==> config.mk <==
export PLATFORM = sky130hd
export DESIGN_NAME = hwreg_read_unit
export DESIGN_NICKNAME = d
export VERILOG_FILES = /design/src/rtl/hwr_pkg.sv /design/src/rtl/hwr_enable_mask.sv /design/src/rtl/hwr_access_check.sv /design/src/rtl/hwr_value_mux.sv /design/src/rtl/hwreg_read_unit.sv
export SDC_FILE = /design/constraint.sdc
export NUM_CORES = 1
export LEC_CHECK = 0
export ABC_AREA = 1
export ABC_CLOCK_PERIOD_IN_PS = 4100
export BUFFER_PORTS_ARGS = -buffer_cell sky130_fd_sc_hd__buf_2
export CAP_MARGIN = 20
export CORE_AREA = 2 2 192 194
export CTS_CLUSTER_DIAMETER = 50
export CTS_CLUSTER_SIZE = 40
export DETAILED_ROUTE_END_ITERATION = 8
export DIE_AREA = 0 0 194 196
export SETUP_SLACK_MARGIN = 0.4
export SLEW_MARGIN = 15
export SYNTH_ARGS = -nofsm -noshare
export SYNTH_HDL_FRONTEND = slang
export SYNTH_SLANG_ARGS = --single-unit
==> constraint.sdc <==
create_clock -name clk -period 4.1 [get_ports clk]
set_input_delay 0.82 -clock clk [delete_from_list [all_inputs] [get_ports clk]]
set_output_delay 0.82 -clock clk [all_outputs]
set_load 0.05 [all_outputs]
==> src/rtl/hwr_pkg.sv <==
// Package: shared constants and types for the hardware register read unit.
// Assumes a 32-bit architectural enable mask indexed by a 5-bit register number.
package hwr_pkg;
    localparam int MASK_W  = 32;
    localparam int REG_W   = $clog2(MASK_W);
    localparam int SEL_W   = 3;

    localparam logic [REG_W-1:0] RN_CPUNUM = 5'd0;
    localparam logic [REG_W-1:0] RN_STEP   = 5'd1;
    localparam logic [REG_W-1:0] RN_CYCLE  = 5'd2;
    localparam logic [REG_W-1:0] RN_RES    = 5'd3;
    localparam logic [REG_W-1:0] RN_PERF   = 5'd4;
    localparam logic [REG_W-1:0] RN_XFLAG  = 5'd5;
    localparam logic [REG_W-1:0] RN_ULOCAL = 5'd29;

    // Configuration conditions that gate mask bits and register existence.
    typedef struct packed {
        logic perf_present;
        logic user_local;
        logic rev6;
    } hwr_cfg_t;
endpackage

==> src/rtl/hwr_enable_mask.sv <==
// Module: enable mask register. Stores software writes filtered by the set of
// bits the current configuration permits; unwritable bits are dropped.
// Assumes: the configuration is sampled in the write cycle.
module hwr_enable_mask
    import hwr_pkg::*;
(
    input  logic              clk,
    input  logic              rst_n,
    input  hwr_cfg_t          cfg,
    input  logic              wr_en,
    input  logic [MASK_W-1:0] wr_data,
    output logic [MASK_W-1:0] mask_q
);
    localparam logic [MASK_W-1:0] EVER_WRITABLE = (MASK_W'(1) << RN_ULOCAL) | MASK_W'(32'h3F);

    logic [MASK_W-1:0] writable;

    // Per-bit write permission, one condition per architectural bit.
    for (genvar i = 0; i < MASK_W; i++) begin : g_wr_perm
        if (i < 4) begin : g_always
            assign writable[i] = 1'b1;
        end else if (i == int'(RN_PERF)) begin : g_perf
            assign writable[i] = cfg.perf_present & cfg.rev6;
        end else if (i == int'(RN_XFLAG)) begin : g_xflag
            assign writable[i] = cfg.rev6;
        end else if (i == int'(RN_ULOCAL)) begin : g_ulocal
            assign writable[i] = cfg.user_local;
        end else begin : g_never
            assign writable[i] = 1'b0;
        end
    end

    // Mask register: clear on reset, load filtered data on a write.
    always_ff @(posedge clk) begin
        if (!rst_n) begin
            mask_q <= '0;
        end else if (wr_en) begin
            mask_q <= wr_data & writable;
        end
    end

    p_mask_hold_r2: assert property (@(posedge clk) disable iff (!rst_n)
        !$past(wr_en) |-> $stable(mask_q));
    p_reserved_zero_r2: assert property (@(posedge clk) disable iff (!rst_n)
        (mask_q & ~EVER_WRITABLE) == '0);
    p_bit4_gate_r3: assert property (@(posedge clk) disable iff (!rst_n)
        $rose(mask_q[RN_PERF]) |-> $past(cfg.perf_present && cfg.rev6));
    p_bit5_gate_r4: assert property (@(posedge clk) disable iff (!rst_n)
        $rose(mask_q[RN_XFLAG]) |-> $past(cfg.rev6));
    p_bit29_gate_r4: assert property (@(posedge clk) disable iff (!rst_n)
        $rose(mask_q[RN_ULOCAL]) |-> $past(cfg.user_local));
endmodule

==> src/rtl/hwr_access_check.sv <==
// Module: access checker. Decides whether the requested register exists in
// this configuration and whether the caller may read it.
// Assumes: privilege never makes a missing register readable.
module hwr_access_check
    import hwr_pkg::*;
(
    input  hwr_cfg_t          cfg,
    input  logic              priv,
    input  logic [MASK_W-1:0] mask,
    input  logic [REG_W-1:0]  reg_num,
    input  logic [SEL_W-1:0]  sel,
    output logic              present,
    output logic              permit
);
    // Existence of each register number under the current configuration.
    always_comb begin
        unique case (reg_num)
            RN_CPUNUM, RN_STEP, RN_CYCLE, RN_RES: present = 1'b1;
            RN_PERF:   present = cfg.rev6 && (sel == '0);
            RN_XFLAG:  present = cfg.rev6;
            RN_ULOCAL: present = cfg.user_local;
            default:   present = 1'b0;
        endcase
    end

    // Rights: privileged caller or the enable bit of this register.
    always_comb begin
        permit = present && (priv || mask[reg_num]);
    end
endmodule

==> src/rtl/hwr_value_mux.sv <==
// Module: value selector. Shapes and selects the architectural source value
// for the requested register number.
// Assumes: XLEN is at least 32.
module hwr_value_mux
    import hwr_pkg::*;
#(
    parameter int XLEN     = 64,
    parameter int CPUNUM_W = 10,
    parameter int XNP_BIT  = 13
) (
    input  logic [REG_W-1:0] reg_num,
    input  logic [CPUNUM_W-1:0] cpu_num,
    input  logic [XLEN-1:0]  sync_step,
    input  logic [31:0]      cycle,
    input  logic [XLEN-1:0]  cc_res,
    input  logic [XLEN-1:0]  perf_ctl0,
    input  logic [31:0]      cfg5,
    input  logic [XLEN-1:0]  user_local,
    output logic [XLEN-1:0]  value
);
    logic [XLEN-1:0] cycle_ext;

    // Cycle counter widening: sign extension when the datapath is wider.
    if (XLEN > 32) begin : g_wide
        assign cycle_ext = {{(XLEN-32){cycle[31]}}, cycle};
    end else begin : g_narrow
        assign cycle_ext = cycle[XLEN-1:0];
    end

    // Select the source value for the register number.
    always_comb begin
        unique case (reg_num)
            RN_CPUNUM: value = {{(XLEN-CPUNUM_W){1'b0}}, cpu_num};
            RN_STEP:   value = sync_step;
            RN_CYCLE:  value = cycle_ext;
            RN_RES:    value = cc_res;
            RN_PERF:   value = perf_ctl0;
            RN_XFLAG:  value = {{(XLEN-1){1'b0}}, cfg5[XNP_BIT]};
            RN_ULOCAL: value = user_local;
            default:   value = '0;
        endcase
    end
endmodule

==> src/rtl/hwreg_read_unit.sv <==
// Module: top of the hardware register read unit. Holds the enable mask,
// checks each read request and returns a registered result or an exception.
// Assumes: one request per cycle at most; a mask write in the same cycle as a
// read takes effect for later reads only.
module hwreg_read_unit
    import hwr_pkg::*;
#(
    parameter int XLEN     = 64,
    parameter int CPUNUM_W = 10,
    parameter int XNP_BIT  = 13
) (
    input  logic            clk,
    input  logic            rst_n,
    input  logic            cfg_perf_present,
    input  logic            cfg_user_local,
    input  logic            cfg_rev6,
    input  logic            priv_mode,
    input  logic            mask_wr_en,
    input  logic [31:0]     mask_wr_data,
    output logic [31:0]     mask_q,
    input  logic            req_valid,
    input  logic [4:0]      req_reg,
    input  logic [2:0]      req_sel,
    input  logic [31:0]     src_ebase,
    input  logic [XLEN-1:0] src_sync_step,
    input  logic [31:0]     src_cycle,
    input  logic [XLEN-1:0] src_cc_res,
    input  logic [XLEN-1:0] src_perf_ctl0,
    input  logic [31:0]     src_cfg5,
    input  logic [XLEN-1:0] src_user_local,
    output logic            rsp_valid,
    output logic            rsp_ri,
    output logic [XLEN-1:0] rsp_data
);
    hwr_cfg_t        cfg;
    logic            present;
    logic            permit;
    logic [XLEN-1:0] value;
    logic            unused_ebase_hi;

    assign cfg = '{perf_present: cfg_perf_present, user_local: cfg_user_local, rev6: cfg_rev6};
    assign unused_ebase_hi = ^src_ebase[31:CPUNUM_W];

    hwr_enable_mask u_mask (
        .clk     (clk),
        .rst_n   (rst_n),
        .cfg     (cfg),
        .wr_en   (mask_wr_en),
        .wr_data (mask_wr_data),
        .mask_q  (mask_q)
    );

    hwr_access_check u_check (
        .cfg     (cfg),
        .priv    (priv_mode),
        .mask    (mask_q),
        .reg_num (req_reg),
        .sel     (req_sel),
        .present (present),
        .permit  (permit)
    );

    hwr_value_mux #(.XLEN(XLEN), .CPUNUM_W(CPUNUM_W), .XNP_BIT(XNP_BIT)) u_mux (
        .reg_num    (req_reg),
        .cpu_num    (src_ebase[CPUNUM_W-1:0]),
        .sync_step  (src_sync_step),
        .cycle      (src_cycle),
        .cc_res     (src_cc_res),
        .perf_ctl0  (src_perf_ctl0),
        .cfg5       (src_cfg5),
        .user_local (src_user_local),
        .value      (value)
    );

    // Response pulses: one of valid or exception per request.
    always_ff @(posedge clk) begin
        if (!rst_n) begin
            rsp_valid <= 1'b0;
            rsp_ri    <= 1'b0;
        end else begin
            rsp_valid <= req_valid && permit;
            rsp_ri    <= req_valid && !permit;
        end
    end

    // Result register: loads only on a permitted read.
    always_ff @(posedge clk) begin
        if (!rst_n) begin
            rsp_data <= '0;
        end else if (req_valid && permit) begin
            rsp_data <= value;
        end
    end

    p_pulse_excl_r11: assert property (@(posedge clk) disable iff (!rst_n)
        !(rsp_valid && rsp_ri));
    p_no_spurious_r11: assert property (@(posedge clk) disable iff (!rst_n)
        (rsp_valid || rsp_ri) |-> $past(req_valid));
    p_req_answered_r11: assert property (@(posedge clk) disable iff (!rst_n)
        req_valid |=> (rsp_valid || rsp_ri));
    p_ri_keeps_data_r5: assert property (@(posedge clk) disable iff (!rst_n)
        rsp_ri |-> $stable(rsp_data));
    p_no_right_r5: assert property (@(posedge clk) disable iff (!rst_n)
        (req_valid && !priv_mode && !mask_q[req_reg]) |=> rsp_ri);
    p_perf_sel_r8: assert property (@(posedge clk) disable iff (!rst_n)
        (req_valid && req_reg == RN_PERF && req_sel != '0) |=> rsp_ri);
    p_unknown_reg_r10: assert property (@(posedge clk) disable iff (!rst_n)
        (req_valid && req_reg > RN_XFLAG && req_reg != RN_ULOCAL) |=> rsp_ri);
    p_present_gate_r10: assert property (@(posedge clk) disable iff (!rst_n)
        (req_valid && !present) |=> !rsp_valid);
endmodule

==> Yosys cells after proc, flatten, opt, wreduce, memory -nomap -nowiden <==
Index checks and enable logic that the tools add are counted.
{ "word_totals": {"register_bits": 98, "latchBits": 0, "ramBits": 0, "rom_bits": 0, "word_cells": 26, "memories": 0} }
{ "op_classes": {"n_addsub": 0, "multipliers": 0, "div_mod_pow": 0, "magnitude_cmp": 1, "eq_ne": 6, "shifts": 0, "n_mux": 4, "bitwise": 2, "reduce_logical": 9} }
{ "ops": {"columns": ["op", "n"], "rows": [
  ["case mux 64 bit (7 select lines)", 1],
  ["bitwise AND 32 x 30 -> 32 bit", 1],
  ["equality test 5 x 2 -> 1 bit (second input constant)", 2],
  ["equality test 5 x 3 -> 1 bit (second input constant)", 2],
  ["less-than comparator 5 x 6 -> 1 bit (second input constant)", 1],
  ["binary-select mux 1 bit (select 5 bit)", 1],
  ["equality test 5 x 1 -> 1 bit (second input constant)", 1],
  ["equality test 5 bit (second input constant)", 1],
  ["logical NOT 5 bit", 1],
  ["logical AND 1 bit", 4],
  ["case mux 1 bit (4 select lines)", 1],
  ["OR reduction 4 bit", 1],
  ["logical NOT 3 bit", 1],
  ["bitwise AND 1 bit", 1],
  ["logical NOT 1 bit", 1],
  ["logical OR 1 bit", 1],
  ["two-way mux 1 bit", 1]
]} }

==> Logic depth before layout (Yosys ltp) <==
Gate-level depths: netlist of run 1.
{ "logic_depth": {"depth_word": 6, "depth_mapped": 14} }

==> By module <==
A second synthesis of run 1 with hierarchy kept.
{ "hier_totals": {"hier_cells": 1349, "hier_area_um2": 6889.1} }
{ "by_module_without_submodules": {"columns": ["mod", "instances", "cells_per_inst", "area_each_um2", "seq_area_each_um2"], "rows": [
  ["hwr_value_mux", 1, 762, 3228.1, 0.0],
  ["hwreg_read_unit", 1, 412, 2698.8, 1321.3],
  ["hwr_access_check", 1, 114, 508.0, 0.0],
  ["hwr_enable_mask", 1, 61, 454.2, 140.1]
]} }

==> Worst setup path after synthesis of run 1 <==
Ideal clock, no wire load.
{ "synth_path": {"path_kind": "input -> register", "start": "input port req_reg[3]", "end": "register rsp_data[12]", "setup_ns": 0.113, "arrival_ns": 1.954, "required_time_ns": 3.987, "path_slack_ns": 2.033, "cell_stages": 11, "cell_sequence": "inv_1 nand2_1 nor2_1 nand2_1 inv_2 nand3_1 nand3_2 nand3_2 clkbuf_1 nor2_1 nor2_1"} }
{ "synth_between": {"elab_chain_cells": 5} }
{ "synth_rtl": {"columns": ["item", "line_no", "source"], "rows": [
  ["start: declaration", "hwreg_read_unit.sv:22", "input logic [4:0] req_reg,"],
  ["binary-select mux 1 bit (select 5 bit), or another cell as far along", "hwr_access_check.sv:28", "permit = present && (priv || mask[reg_num]);"],
  ["two-way mux 1 bit (implied by the code) / OR reduction 4 bit (equally long branches)", "hwr_access_check.sv:28, hwr_access_check.sv:17", null],
  ["logical OR 1 bit / case mux 1 bit (4 select lines) (equally long branches)", "hwr_access_check.sv:28, hwr_access_check.sv:17", null],
  ["logical AND 1 bit", "hwr_access_check.sv:28", null],
  ["logical AND 1 bit", "hwreg_read_unit.sv:90", "end else if (req_valid && permit) begin"],
  ["end signal: assignment", "hwreg_read_unit.sv:91", "rsp_data <= value;"],
  ["end: declaration", "hwreg_read_unit.sv:33", "output logic [XLEN-1:0] rsp_data"]
]} }
Parallel ways exist; a longest one is shown, timed or not. The select of a mux whose other input is x is not followed.
A chain may end at the register's enable or synchronous reset.

==> Worst setup path in the final report of run 1 <==
{ "layout_path": {"start": "input port req_reg[0]", "end": "register rsp_data[16]"} }
Same word-level chain as after synthesis.

==> metrics.txt, run 1 <==
# TYPE chip_impl_metric gauge
chip_impl_info{name="run_status",value="completed"} 1
chip_impl_metric{name="detailedRoute.firstIterationViolations",unit=""} 369
chip_impl_metric{name="via_per_inst",unit=""} 4.13
chip_impl_metric{name="timing.final.max_slew_violations",unit=""} 0
chip_impl_metric{name="insertion_delay",unit="ns"} 0.35
chip_impl_metric{name="post-route-period-util",unit="%"} 67.3
chip_impl_metric{name="core",unit="sq um"} 36100
chip_impl_metric{name="cp_data_required_time",unit="ns"} 4.34
chip_impl_metric{name="post_synth_instance_area",unit="sq um"} 5800
chip_impl_info{name="cts_root_buffer",value="sky130_fd_sc_hd__clkbuf_16"} 1
chip_impl_metric{name="p_leak",unit="nW"} 4.81
chip_impl_metric{name="layout.core_utilization",unit="%"} 23.4
chip_impl_metric{name="post_dp_hpwl",unit="um"} 22000
chip_impl_metric{name="first_pass_grt_wire_length",unit="um"} 44000
chip_impl_metric{name="hold_viol_final",unit=""} 0
chip_impl_metric{name="core.rowCount",unit=""} 70
chip_impl_info{name="end_kind",value="register"} 1
chip_impl_metric{name="drt.antenna.violating_nets",unit=""} 0
chip_impl_metric{name="critical_path_arrival",unit="ns"} 3.00
chip_impl_metric{name="final_layout_size_suffix_gt1_share",unit="%"} 30.7
chip_impl_metric{name="avgSynthCellArea",unit="sq um"} 5.30
chip_impl_metric{name="detail_route.first_pass.iterations",unit=""} 5
chip_impl_metric{name="timing.max_cap.violations",unit=""} 0
chip_impl_metric{name="fmax",unit="MHz"} 363
chip_impl_metric{name="global_route.overflow_total",unit=""} 0
chip_impl_metric{name="first_global_vias",unit=""} 7700
chip_impl_metric{name="portBuffers",unit=""} 394
chip_impl_metric{name="area_delta_synth_final",unit="%"} 45.4
chip_impl_metric{name="floorplan.die_area",unit="sq um"} 38000
chip_impl_metric{name="postRouteWirelength",unit="um"} 29300
chip_impl_metric{name="die_w",unit="um"} 194
chip_impl_metric{name="post_cts.repair.setup_buffers",unit=""} 0
chip_impl_info{name="timing.critical_path.from_type",value="input port"} 1
chip_impl_info{name="synth_top_cell_by_area",value="sky130_fd_sc_hd__nand2_1"} 1
chip_impl_metric{name="fill_cells",unit=""} 4220
chip_impl_metric{name="routabilityCongestion",unit=""} 0.902
chip_impl_metric{name="grt_start_max_net_pins",unit=""} 72
chip_impl_metric{name="routed-via-count",unit=""} 7924
chip_impl_info{name="criticalPathCategory",value="input port to register"} 1
chip_impl_metric{name="min_period",unit="ns"} 2.76
chip_impl_info{name="rsz0062_at_grt",value="no"} 1
chip_impl_metric{name="report.final.setup_viol",unit=""} 0
chip_impl_metric{name="worst-path-max-fanout",unit=""} 50
chip_impl_metric{name="clkSlewWorstSetupHoldPaths",unit="ns"} 0.06
chip_impl_metric{name="cts-buffers-inserted",unit=""} 9
chip_impl_metric{name="yosysTopAreaCellShare",unit="%"} 28.7
chip_impl_metric{name="tightest_slew",unit="ns"} 0.851
chip_impl_metric{name="clock_sinks",unit=""} 73
chip_impl_metric{name="detail_route.drc_violations",unit=""} 0
chip_impl_info{name="worst_hold_path_type",value="register to register"} 1
chip_impl_metric{name="holdWs",unit="ns"} 0.505
chip_impl_metric{name="p_per_area",unit="nW/um^2"} 251
chip_impl_metric{name="io_pins",unit=""} 498
chip_impl_metric{name="power.ir.vdd_worst",unit="V"} 0.000182
chip_impl_metric{name="wl_per_cell",unit="um"} 15.3
chip_impl_metric{name="finalNetCount",unit=""} 1845
chip_impl_metric{name="initial_antenna_violation_count",unit=""} 5
chip_impl_metric{name="postCtsResizedCells",unit=""} 0
chip_impl_info{name="tritoncts",value="done"} 1
chip_impl_metric{name="postLayoutCellArea",unit="sq um"} 8430
chip_impl_metric{name="synth_seq_cells",unit=""} 73
chip_impl_metric{name="dpl_cell_area",unit="sq um"} 8150
chip_impl_metric{name="finalSetupTns",unit="ns"} 0
chip_impl_metric{name="floorplan.initialDensity",unit="%"} 16.1
chip_impl_metric{name="synthesis.instances",unit=""} 1094
chip_impl_metric{name="dieHeight",unit="um"} 196
chip_impl_info{name="yosys-top-cells-area",value="sky130_fd_sc_hd__nand2_1 29%, sky130_fd_sc_hd__dfxtp_1 25%, sky130_fd_sc_hd__nand3_1 10%, sky130_fd_sc_hd__nor2_1 9.5%, sky130_fd_sc_hd__inv_1 7.6%"} 1
chip_impl_metric{name="seq_area_frac_synth",unit="%"} 25.2
chip_impl_metric{name="clock_path_buffers",unit=""} 2
chip_impl_metric{name="synth-warning-count",unit=""} 0
chip_impl_metric{name="cts.hold.buffers_added",unit=""} 0
chip_impl_metric{name="grt_use_total",unit="%"} 15.2
chip_impl_metric{name="clock_tree.htree_level_count",unit=""} 3
chip_impl_metric{name="number_of_distinct_library_cell_variants_in_the_gate_level_netlist_after_synthesis",unit=""} 22
chip_impl_metric{name="max_slew_margin",unit="%"} 43.3
chip_impl_metric{name="timing.clock.skew",unit="ns"} 0.00634
==> critical path, cell delays in order <==
cell,delay [ns]
sky130_fd_sc_hd__buf_2,0.16
sky130_fd_sc_hd__inv_2,0.08
sky130_fd_sc_hd__nor2_2,0.50
sky130_fd_sc_hd__nand2_1,0.15
sky130_fd_sc_hd__inv_2,0.08
sky130_fd_sc_hd__nand2_1,0.05
sky130_fd_sc_hd__nand2_1,0.05
sky130_fd_sc_hd__inv_1,0.05
sky130_fd_sc_hd__nand3_2,0.09
sky130_fd_sc_hd__buf_4,0.55
sky130_fd_sc_hd__nand4_1,0.23
sky130_fd_sc_hd__nand2_1,0.11
sky130_fd_sc_hd__nor2_1,0.05
==> path summary, 6_finish.rpt <==
kind                                       start            to  slack [ns]  depth (start not counted)
worst min register to register       rsp_data[7]   rsp_data[7]        0.50                          4
worst max register to register  u_mask.mask_q[1]  rsp_data[16]        2.25                         12
worst max-delay path                  req_reg[0]  rsp_data[16]        1.34                         13
worst min-delay path                 rsp_data[7]   rsp_data[7]        0.50                          4
==> cell usage in the layout, fill, tap and decap left out, types with 2 or more instances in the layout <==
cell type                   Yosys  routed
sky130_fd_sc_hd__inv_2         12      12
sky130_fd_sc_hd__a21o_1         3       3
sky130_fd_sc_hd__clkbuf_16      0       9
sky130_fd_sc_hd__o21ai_0        5       5
sky130_fd_sc_hd__nor2_1       146     143
sky130_fd_sc_hd__conb_1         1      25
sky130_fd_sc_hd__buf_12         0       3
sky130_fd_sc_hd__nand4_1       55      55
sky130_fd_sc_hd__nand2_2        1       2
sky130_fd_sc_hd__inv_1        118     118
sky130_fd_sc_hd__buf_2         38     393
sky130_fd_sc_hd__dfxtp_1       73      73
sky130_fd_sc_hd__nand3_1      120     120
sky130_fd_sc_hd__nand2_1      444     443
sky130_fd_sc_hd__buf_4         25      13
sky130_fd_sc_hd__nor2_4         1       5
sky130_fd_sc_hd__a21oi_1       15      15
==> state kept, by name, indices dropped and copies added, names as in the netlist <==
signal / flops
u_mask.mask_q: 7
rsp_ri: 1
rsp_valid: 1
rsp_data: 64
==> layout make-up <==
class / count / area [sq um] / area share, %
well taps: 468 / 586 / 6.94
clock inverters: 3 / 42.5 / 0.504
repair buffers: 409 / 2120 / 25.2
inverters: 130 / 488 / 5.79
diodes: 1 / 2.50 / 0.0297
multi-input cells: 822 / 3490 / 41.3
clock buffers: 11 / 243 / 2.88
flip-flops and latches: 73 / 1460 / 17.3
==> cell usage after synthesis, drive strengths merged <==
cell	number
buf	72
nand3	122
nand2	445
nand4	55
dfxtp	73
nor3	1
a21oi	15
conb	1
clkbuf	21
a32oi	1
nor2	149
o21ai	5
a31o	1
inv	130
a21o	3
==> cell families after synthesis <==
group,after synthesis,synth area share [%]
AO/OA/AOI/OAI,25,2.42
buffers and inverters,223,16.9
flip-flops,73,25.2
other,1,0.0647
AND/OR/NAND/NOR,772,55.4
==> power by group <==
part / switching, mW / internal, mW
registers: 0.0127 / 0.733
clock network: 0.340 / 0.481
logic: 0.361 / 0.186
==> metal layers <==
metal  global-route usage, %  up-vias  wire, um  part of all wire [%]
met3                    3.18       52      2010                   6.9
met1                    18.5     3496     12600                    43
met4                    6.03        4       898                   3.1
met5                       0        -        23                 0.078
met2                    26.0      360     13800                    47
li1                        -     4012         -                     -
==> per-stage QoR <==
| step | total power, mW | std cells | setup slack (ns) |
|---|---|---|---|
| 3_5_place_dp | 1.31 | 1902 | 0.989 |
| 6_report | 2.11 | 1917 | 1.34 |
| 5_1_grt | 2.23 | 1916 | 1.05 |
| 4_1_cts | 2.16 | 1916 | 1.37 |
| 3_3_place_gp | 1.31 | 1902 | 1.04 |
| 2_1_floorplan | 1.08 | 1118 | 2.03 |
No activity file was read; power rests on OpenSTA's default activity.
==> inputs of run 2 (changes only) <==
ABC_AREA = 0   (was 1)
ABC_CLOCK_PERIOD_IN_PS = 2470   (was 4100)
clock period = 2.47 ns   (was 4.1 ns; I/O delays follow)
==> run 2 against run 1 <==
Synthesized cell count shrank 53%; clock power grew 94%; count of clock-buffer cells in the layout is the same; the run now ends with design-rule violations left; sequential share of layout area grew 1.8 points; highest routed layer is now met4; sequential cell count is the same; largest power group unchanged.
==> metrics.txt, run 2 <==
# TYPE chip_impl_metric gauge
chip_impl_metric{name="synthSimpleGateAreaFrac",unit="%"} 9.41
chip_impl_metric{name="die_w",unit="um"} 194
chip_impl_metric{name="async_flop_share",unit="%"} 0
chip_impl_metric{name="placed_cells",unit=""} 1331
chip_impl_metric{name="worst-path-max-fanout",unit=""} 23
chip_impl_metric{name="xor_xnor_cell_area_share_of_the_yosys_netlist",unit="%"} 0
chip_impl_info{name="timing.critical_path.from_type",value="input port"} 1
chip_impl_metric{name="synth_mux_area_share",unit="%"} 8.61
chip_impl_metric{name="layout.core_utilization",unit="%"} 21.2
chip_impl_info{name="timing.critical_path.cells",value="buf_2 -> and3b_1 -> and2_2 -> buf_4 -> a222oi_1 -> o2111ai_1 -> o211a_1"} 1
chip_impl_metric{name="initial_antenna_violation_count",unit=""} 1
chip_impl_metric{name="timing.max_cap.violations",unit=""} 0
chip_impl_metric{name="floorplan.initialDensity",unit="%"} 13.0
chip_impl_metric{name="detailedRoute.firstIterationViolations",unit=""} 505
chip_impl_info{name="synth_top_cell_by_area",value="sky130_fd_sc_hd__dfxtp_1"} 1
chip_impl_metric{name="synth_seq_cells",unit=""} 73
chip_impl_metric{name="max_slew_margin",unit="%"} 63.3
chip_impl_metric{name="post_cts.repair.setup_buffers",unit=""} 0
chip_impl_info{name="ys.flop_type",value="sky130_fd_sc_hd__dfxtp_1"} 1
chip_impl_metric{name="clock_tree.htree_level_count",unit=""} 3
chip_impl_metric{name="synth_compound_area_share",unit="%"} 40.1
chip_impl_metric{name="switchingPower",unit="mW"} 1.13
chip_impl_metric{name="wl_per_cell",unit="um"} 17.8
chip_impl_info{name="rsz0062_at_grt",value="no"} 1
chip_impl_metric{name="grt_start_max_net_pins",unit=""} 37
chip_impl_metric{name="area_delta_synth_final",unit="%"} 62.3
chip_impl_metric{name="p_comb_share",unit="%"} 24.1
chip_impl_metric{name="routed-via-count",unit=""} 6069
chip_impl_metric{name="total_power",unit="mW"} 3.72
chip_impl_metric{name="first_global_vias",unit=""} 5975
chip_impl_metric{name="critical-path-max-stage-delay",unit="ns"} 0.56
chip_impl_metric{name="clock_sinks",unit=""} 73
chip_impl_info{name="worst_hold_path_type",value="input port to register"} 1
chip_impl_metric{name="io_pins",unit=""} 498
chip_impl_metric{name="insertion_delay",unit="ns"} 0.36
chip_impl_metric{name="tightest_slew",unit="ns"} 0.550
chip_impl_metric{name="critPathBufInv",unit=""} 2
chip_impl_metric{name="timing.final.max_slew_violations",unit=""} 0
chip_impl_metric{name="yosysTopAreaCellShare",unit="%"} 31.0
chip_impl_metric{name="finalSetupTns",unit="ns"} 0
chip_impl_metric{name="post_synth_instance_area",unit="sq um"} 4710
chip_impl_info{name="run_status",value="finished with violations"} 1
chip_impl_info{name="criticalPathCategory",value="input port to register"} 1
chip_impl_metric{name="portBuffers",unit=""} 394
chip_impl_info{name="yosys-top-cells-area",value="sky130_fd_sc_hd__dfxtp_1 31%, sky130_fd_sc_hd__a222oi_1 12%, sky130_fd_sc_hd__o211a_1 7.4%, sky130_fd_sc_hd__a21oi_1 6.8%, sky130_fd_sc_hd__mux2_2 6.2%"} 1
chip_impl_metric{name="adder_and_majority_gate_portion_of_the_synthesized_area",unit="%"} 0
chip_impl_metric{name="first_pass_grt_wire_length",unit="um"} 34900
chip_impl_metric{name="drt.antenna.violating_nets",unit=""} 0
chip_impl_metric{name="power.ir.vdd_worst",unit="V"} 0.000345
chip_impl_info{name="cpMaxStageDelayCell",value="sky130_fd_sc_hd__a222oi_1"} 1
chip_impl_info{name="final_cell_mix",value="394 x sky130_fd_sc_hd__buf_2, 73 x sky130_fd_sc_hd__dfxtp_1, 64 x sky130_fd_sc_hd__a21oi_1"} 1
chip_impl_metric{name="routabilityCongestion",unit=""} 0.834
chip_impl_metric{name="synthesis.instances",unit=""} 511
chip_impl_metric{name="global_route.overflow_total",unit=""} 0
chip_impl_metric{name="seq_area_frac_synth",unit="%"} 31.0
chip_impl_metric{name="power_report.internal_total",unit="mW"} 2.59
chip_impl_metric{name="clkSlewWorstSetupHoldPaths",unit="ns"} 0.06
chip_impl_info{name="synthMostInstantiatedCell",value="sky130_fd_sc_hd__dfxtp_1"} 1
chip_impl_metric{name="fmax",unit="MHz"} 488
chip_impl_metric{name="hold_viol_final",unit=""} 0
chip_impl_metric{name="number_of_flip_flops_under_the_largest_register_name",unit=""} 64
chip_impl_metric{name="min_period",unit="ns"} 2.05
chip_impl_metric{name="postRouteWirelength",unit="um"} 24000
chip_impl_metric{name="cts-buffers-inserted",unit=""} 9
chip_impl_metric{name="post-route-period-util",unit="%"} 83.0
chip_impl_metric{name="fill_cells",unit=""} 3997
chip_impl_info{name="cts_root_buffer",value="sky130_fd_sc_hd__clkbuf_16"} 1
chip_impl_info{name="yosys-top-cells-count",value="73 x sky130_fd_sc_hd__dfxtp_1, 64 x sky130_fd_sc_hd__a21oi_1, 57 x sky130_fd_sc_hd__a222oi_1, 38 x sky130_fd_sc_hd__clkbuf_1, 35 x sky130_fd_sc_hd__o211a_1"} 1
chip_impl_info{name="critical-path-top-delay-family",value="compound AO/OA/AOI/OAI gates"} 1
chip_impl_metric{name="cp_data_required_time",unit="ns"} 2.72
chip_impl_info{name="end_kind",value="register"} 1
chip_impl_metric{name="synth-warning-count",unit=""} 0
chip_impl_metric{name="netSwitchingFraction",unit="%"} 30.4
chip_impl_info{name="commonest_non_fill_non_tap_cell_in_the_layout",value="sky130_fd_sc_hd__buf_2"} 1
chip_impl_metric{name="floorplan.die_area",unit="sq um"} 38000
chip_impl_metric{name="core",unit="sq um"} 36100
chip_impl_metric{name="p_leak",unit="nW"} 3.74
chip_impl_metric{name="clock_path_buffers",unit=""} 2
chip_impl_metric{name="finalNetCount",unit=""} 1274
chip_impl_metric{name="p_per_area",unit="nW/um^2"} 488
chip_impl_metric{name="final_layout_size_suffix_gt1_share",unit="%"} 54.5
chip_impl_metric{name="clock_group_share_of_total_power",unit="%"} 42.8
chip_impl_metric{name="report.final.setup_viol",unit=""} 0
chip_impl_metric{name="via_per_inst",unit=""} 4.50
chip_impl_info{name="synth_top_family_by_area",value="compound AO/OA/AOI/OAI gates"} 1
chip_impl_metric{name="number_of_distinct_library_cell_variants_in_the_gate_level_netlist_after_synthesis",unit=""} 40
chip_impl_metric{name="detail_route.first_pass.iterations",unit=""} 9
chip_impl_metric{name="dieHeight",unit="um"} 196
chip_impl_metric{name="synth-edff-count",unit=""} 0
chip_impl_info{name="layout_top_registers",value="rsp_data (64), u_mask.mask_q (7)"} 1
chip_impl_metric{name="post_dp_hpwl",unit="um"} 18800
chip_impl_info{name="violations_in_the_final_reports",value="design-rule violations"} 1
chip_impl_metric{name="core.rowCount",unit=""} 70
chip_impl_metric{name="layout.cells.non_filler",unit=""} 1348
chip_impl_metric{name="avgSynthCellArea",unit="sq um"} 9.21
chip_impl_metric{name="critical_path_arrival",unit="ns"} 2.30
chip_impl_info{name="tritoncts",value="done"} 1
chip_impl_info{name="largest-register",value="rsp_data"} 1
chip_impl_metric{name="grt_use_total",unit="%"} 12.1
chip_impl_metric{name="detail_route.drc_violations",unit=""} 5
chip_impl_metric{name="holdWs",unit="ns"} 0.378
chip_impl_metric{name="timing.clock.skew",unit="ns"} 0.0108
chip_impl_metric{name="share_seq_of_total_power",unit="%"} 33.1
==> run 2: final cells by class <==
| cell class | instances | area [sq um] | share of cell area, % |
|---|---|---|---|
| Antenna cell | 1 | 2.50 | 0.0328 |
| Clock buffer | 11 | 243 | 3.18 |
| Clock inverter | 5 | 103 | 1.34 |
| Inverter | 2 | 7.51 | 0.0983 |
| Multi-Input combinational cell | 366 | 2890 | 37.9 |
| Sequential cell | 73 | 1460 | 19.1 |
| Tap cell | 468 | 586 | 7.67 |
| Timing Repair Buffer | 422 | 2340 | 30.7 |
==> run 2: stage by stage <==
stage / setup WS (ns) / area [sq um]
after floorplan: 0.471 / 4800
after global routing: 0.402 / 7640
after CTS: 0.411 / 7620
after detailed placement: -0.0322 / 7270
after global placement: -0.0265 / 7270
final: 0.420 / 7640
==> run 2: worst min-delay path: stages <==
cell                      delay [ns]
sky130_fd_sc_hd__buf_2          0.07
sky130_fd_sc_hd__mux2i_1        0.05
sky130_fd_sc_hd__nor2_1         0.07
==> run 2: cells by family after synthesis <==
group	after synthesis
other cells	1
compound gates	233
simple gates	72
flops	73
buf+inv	96
mux	36
==> run 2: what timing repair did <==
| item | 4_1_cts | 5_1_grt |
|---|---|---|
| hold buffers | 0 | 0 |
| hold endpoints to repair | 0 | 0 |
| pin swaps | 0 | 0 |
| resized for setup | 1 | 2 |
| setup endpoints to repair | 1 | 4 |
==> run 2: worst paths after layout <==
path                     from               end  slack (ns)  cells after the start
max                req_reg[1]       rsp_data[9]        0.42                      7
min           mask_wr_data[3]  u_mask.mask_q[3]        0.38                      3
max reg2reg  u_mask.mask_q[3]       rsp_data[6]        0.60                      6
min reg2reg  u_mask.mask_q[5]  u_mask.mask_q[5]        0.49                      2
==> run 2: power groups by stage <==
stage	registers, mW	clock network [mW]	logic [mW]
after floorplan	1.39	0	0.380
after global placement	1.26	0	0.886
after detailed placement	1.26	0	0.897
after CTS	1.23	1.66	0.900
after global routing	1.24	1.72	0.960
final	1.23	1.59	0.897
==> run 2: metal layers <==
metal | share of wire [%] | global-route usage [%] | up-vias
met5 | 0 | 0 | -
met4 | 2.7 | 5.44 | 0
met3 | 6.2 | 2.44 | 34
met2 | 51 | 21.2 | 343
met1 | 40 | 14.2 | 2884
li1 | - | - | 2808
==> inputs of run 3 (changes only) <==
ABC_CLOCK_PERIOD_IN_PS = 2100   (was 2470)
clock period = 2.1 ns   (was 2.47 ns; I/O delays follow)
==> run 3 against run 2 <==
The run now ends clean; count of clock-buffer cells in the layout is the same; global-route usage increased by 0.30 points; critical path depth increased by 1; non-clock buffer count increased by 35; register-to-register slack lost 0.26 ns; via count rose by 2.9%; core utilization is 1.7 points higher.
==> metrics.txt, run 3 (synthesized netlist as in run 2, its figures left out) <==
# TYPE chip_impl_metric gauge
chip_impl_info{name="run_status",value="completed"} 1
chip_impl_metric{name="power.ir.vdd_worst",unit="V"} 0.000395
chip_impl_metric{name="detail_route.drc_violations",unit=""} 0
chip_impl_metric{name="initial_antenna_violation_count",unit=""} 1
chip_impl_metric{name="p_leak",unit="nW"} 4.02
chip_impl_metric{name="fill_cells",unit=""} 3962
chip_impl_metric{name="critical_path_arrival",unit="ns"} 2.07
chip_impl_metric{name="drt.antenna.violating_nets",unit=""} 0
chip_impl_metric{name="core.rowCount",unit=""} 70
chip_impl_metric{name="cts.hold.buffers_added",unit=""} 0
chip_impl_metric{name="floorplan.initialDensity",unit="%"} 13.0
chip_impl_metric{name="post-route-period-util",unit="%"} 85.4
chip_impl_metric{name="first_global_vias",unit=""} 5885
chip_impl_metric{name="finalSetupTns",unit="ns"} 0
chip_impl_metric{name="routed-via-count",unit=""} 6245
chip_impl_metric{name="layout.core_utilization",unit="%"} 22.9
chip_impl_metric{name="timing.clock.skew",unit="ns"} 0.00646
chip_impl_metric{name="postRouteWirelength",unit="um"} 25700
chip_impl_metric{name="dieHeight",unit="um"} 196
chip_impl_metric{name="grt_use_total",unit="%"} 12.4
chip_impl_metric{name="total_power",unit="mW"} 4.13
chip_impl_metric{name="core",unit="sq um"} 36100
chip_impl_metric{name="portBuffers",unit=""} 394
chip_impl_metric{name="detail_route.first_pass.iterations",unit=""} 8
chip_impl_metric{name="setup_ws",unit="ns"} 0.306
chip_impl_metric{name="via_per_inst",unit=""} 4.51
chip_impl_metric{name="timing.final.max_slew_violations",unit=""} 0
chip_impl_metric{name="first_pass_grt_wire_length",unit="um"} 35400
chip_impl_info{name="largest-register",value="rsp_data"} 1
chip_impl_metric{name="routabilityCongestion",unit=""} 0.891
chip_impl_info{name="cts_root_buffer",value="sky130_fd_sc_hd__clkbuf_16"} 1
chip_impl_info{name="commonest_non_fill_non_tap_cell_in_the_layout",value="sky130_fd_sc_hd__buf_2"} 1
chip_impl_metric{name="wl_met3",unit="um"} 1730
chip_impl_info{name="criticalPathCategory",value="input port to register"} 1
chip_impl_info{name="timing.critical_path.from_type",value="input port"} 1
chip_impl_metric{name="clock_path_buffers",unit=""} 2
chip_impl_metric{name="clkSlewWorstSetupHoldPaths",unit="ns"} 0.06
chip_impl_metric{name="min_period",unit="ns"} 1.79
chip_impl_metric{name="floorplan.die_area",unit="sq um"} 38000
chip_impl_info{name="timing.critical_path.cells",value="buf_12 -> nor4b_4 -> o211ai_1 -> a32oi_4 -> buf_6 -> buf_12 -> a21oi_2 -> a311oi_2"} 1
chip_impl_metric{name="p_per_area",unit="nW/um^2"} 500
chip_impl_metric{name="routed_length_on_met1",unit="um"} 10400
chip_impl_info{name="rsz0062_at_grt",value="yes"} 1
chip_impl_info{name="top_layer",value="met4"} 1
chip_impl_metric{name="clock_sinks",unit=""} 73
chip_impl_metric{name="cp_data_required_time",unit="ns"} 2.37
chip_impl_metric{name="finalNetCount",unit=""} 1309
chip_impl_metric{name="met2_length",unit="um"} 12900
chip_impl_metric{name="timing.max_cap.violations",unit=""} 0
chip_impl_info{name="cpMaxStageDelayCell",value="sky130_fd_sc_hd__nor4b_4"} 1
chip_impl_metric{name="die_w",unit="um"} 194
chip_impl_info{name="worst_hold_path_type",value="input port to register"} 1
chip_impl_info{name="end_kind",value="register"} 1
chip_impl_metric{name="tightest_slew",unit="ns"} 0.538
chip_impl_metric{name="cts-buffers-inserted",unit=""} 9
chip_impl_metric{name="report.final.setup_viol",unit=""} 0
chip_impl_info{name="tritoncts",value="done"} 1
chip_impl_metric{name="number_of_flip_flops_under_the_largest_register_name",unit=""} 64
chip_impl_metric{name="hold_viol_final",unit=""} 0
chip_impl_metric{name="global_route.overflow_total",unit=""} 0
chip_impl_metric{name="worst-path-max-fanout",unit=""} 8
chip_impl_metric{name="final_layout_size_suffix_gt1_share",unit="%"} 60.1
chip_impl_metric{name="clock_tree.htree_level_count",unit=""} 3
chip_impl_metric{name="wl_per_cell",unit="um"} 18.5
chip_impl_metric{name="max_slew_margin",unit="%"} 64.1
chip_impl_metric{name="area_delta_synth_final",unit="%"} 75.4
chip_impl_metric{name="critical-path-max-stage-delay",unit="ns"} 0.36
chip_impl_metric{name="insertion_delay",unit="ns"} 0.36
chip_impl_metric{name="fmax",unit="MHz"} 557
chip_impl_info{name="crit_top_cell",value="sky130_fd_sc_hd__buf_12"} 1
chip_impl_metric{name="critPathBufInv",unit=""} 3
chip_impl_info{name="layout_top_registers",value="rsp_data (64), u_mask.mask_q (7)"} 1
chip_impl_info{name="final_cell_mix",value="390 x sky130_fd_sc_hd__buf_2, 67 x sky130_fd_sc_hd__dfxtp_1, 57 x sky130_fd_sc_hd__a222oi_1"} 1
chip_impl_info{name="critical-path-top-delay-family",value="compound AO/OA/AOI/OAI gates"} 1
chip_impl_metric{name="place_ws",unit="ns"} -0.272
chip_impl_metric{name="post_dp_hpwl",unit="um"} 18900
chip_impl_metric{name="io_pins",unit=""} 498
chip_impl_metric{name="detailedRoute.firstIterationViolations",unit=""} 432
chip_impl_metric{name="grt_start_max_net_pins",unit=""} 37
## run 3: cell count changes in the layout (fill, tap and decap cells not counted), sizes merged
cell	before	now
buf	422	453
bufinv	3	0
clkbuf	11	14
clkinv	1	3
diode	1	3
bufbuf	0	1
clkinvlp	1	2
## run 3: what timing repair did
| action | CTS | global route |
|---|---|---|
| gates cloned | 1 | 4 |
| setup endpoints to repair | 63 | 64 |
| buffers inserted | 3 | 7 |
| resized for setup | 11 | 34 |
| pin swaps | 4 | 19 |
## run 3: metal layers
metal,GRT usage [%],vias to the layer above
met4,4.49,0
met2,21.5,333
met1,15.0,2977
li1,-,2898
met3,2.82,37
met5,0,-
## run 3: worst reg2reg max path: stages (launching register included)
cell and delay, ns:
sky130_fd_sc_hd__dfxtp_2 0.33, sky130_fd_sc_hd__mux4_2 0.47, sky130_fd_sc_hd__nand2_2 0.11, sky130_fd_sc_hd__a32o_2 0.24, sky130_fd_sc_hd__nor2_4 0.08, sky130_fd_sc_hd__buf_12 0.16, sky130_fd_sc_hd__a311oi_2 0.28
## run 3: area by class of cell
| class | count | area, sq um | share of cell area (%) |
|---|---|---|---|
| multi-input cells | 366 | 3070 | 37.2 |
| repair buffers | 457 | 2840 | 34.3 |
| flip-flops and latches | 73 | 1470 | 17.8 |
| well taps | 468 | 586 | 7.09 |
| clock buffers | 11 | 253 | 3.06 |
| clock inverters | 5 | 30.0 | 0.364 |
| inverters | 2 | 7.51 | 0.0909 |
| diodes | 3 | 7.51 | 0.0909 |
## run 3: path summary, 6_finish.rpt
kind | slack [ns] | depth (start not counted) | to | from
max | 0.31 | 8 | rsp_data[5] | req_reg[1]
min | 0.30 | 3 | u_mask.mask_q[0] | mask_wr_data[0]
max reg2reg | 0.34 | 6 | rsp_data[5] | u_mask.mask_q[3]
min reg2reg | 0.49 | 1 | rsp_data[43] | rsp_data[43]
## run 3: report_power, final
group,switching (mW),internal (mW)
registers,0.0241,1.43
clock network,0.655,0.858
logic,0.659,0.500
## run 3: metrics by stage
step | area (sq um) | std cells | hold WS, ns
after floorplan | 5040 | 535 | 0.567
after global placement | 7530 | 1351 | 0.464
after detailed placement | 7530 | 1351 | 0.476
after CTS | 7940 | 1371 | 0.268
after global routing | 8250 | 1383 | 0.299
final | 8260 | 1385 | 0.300
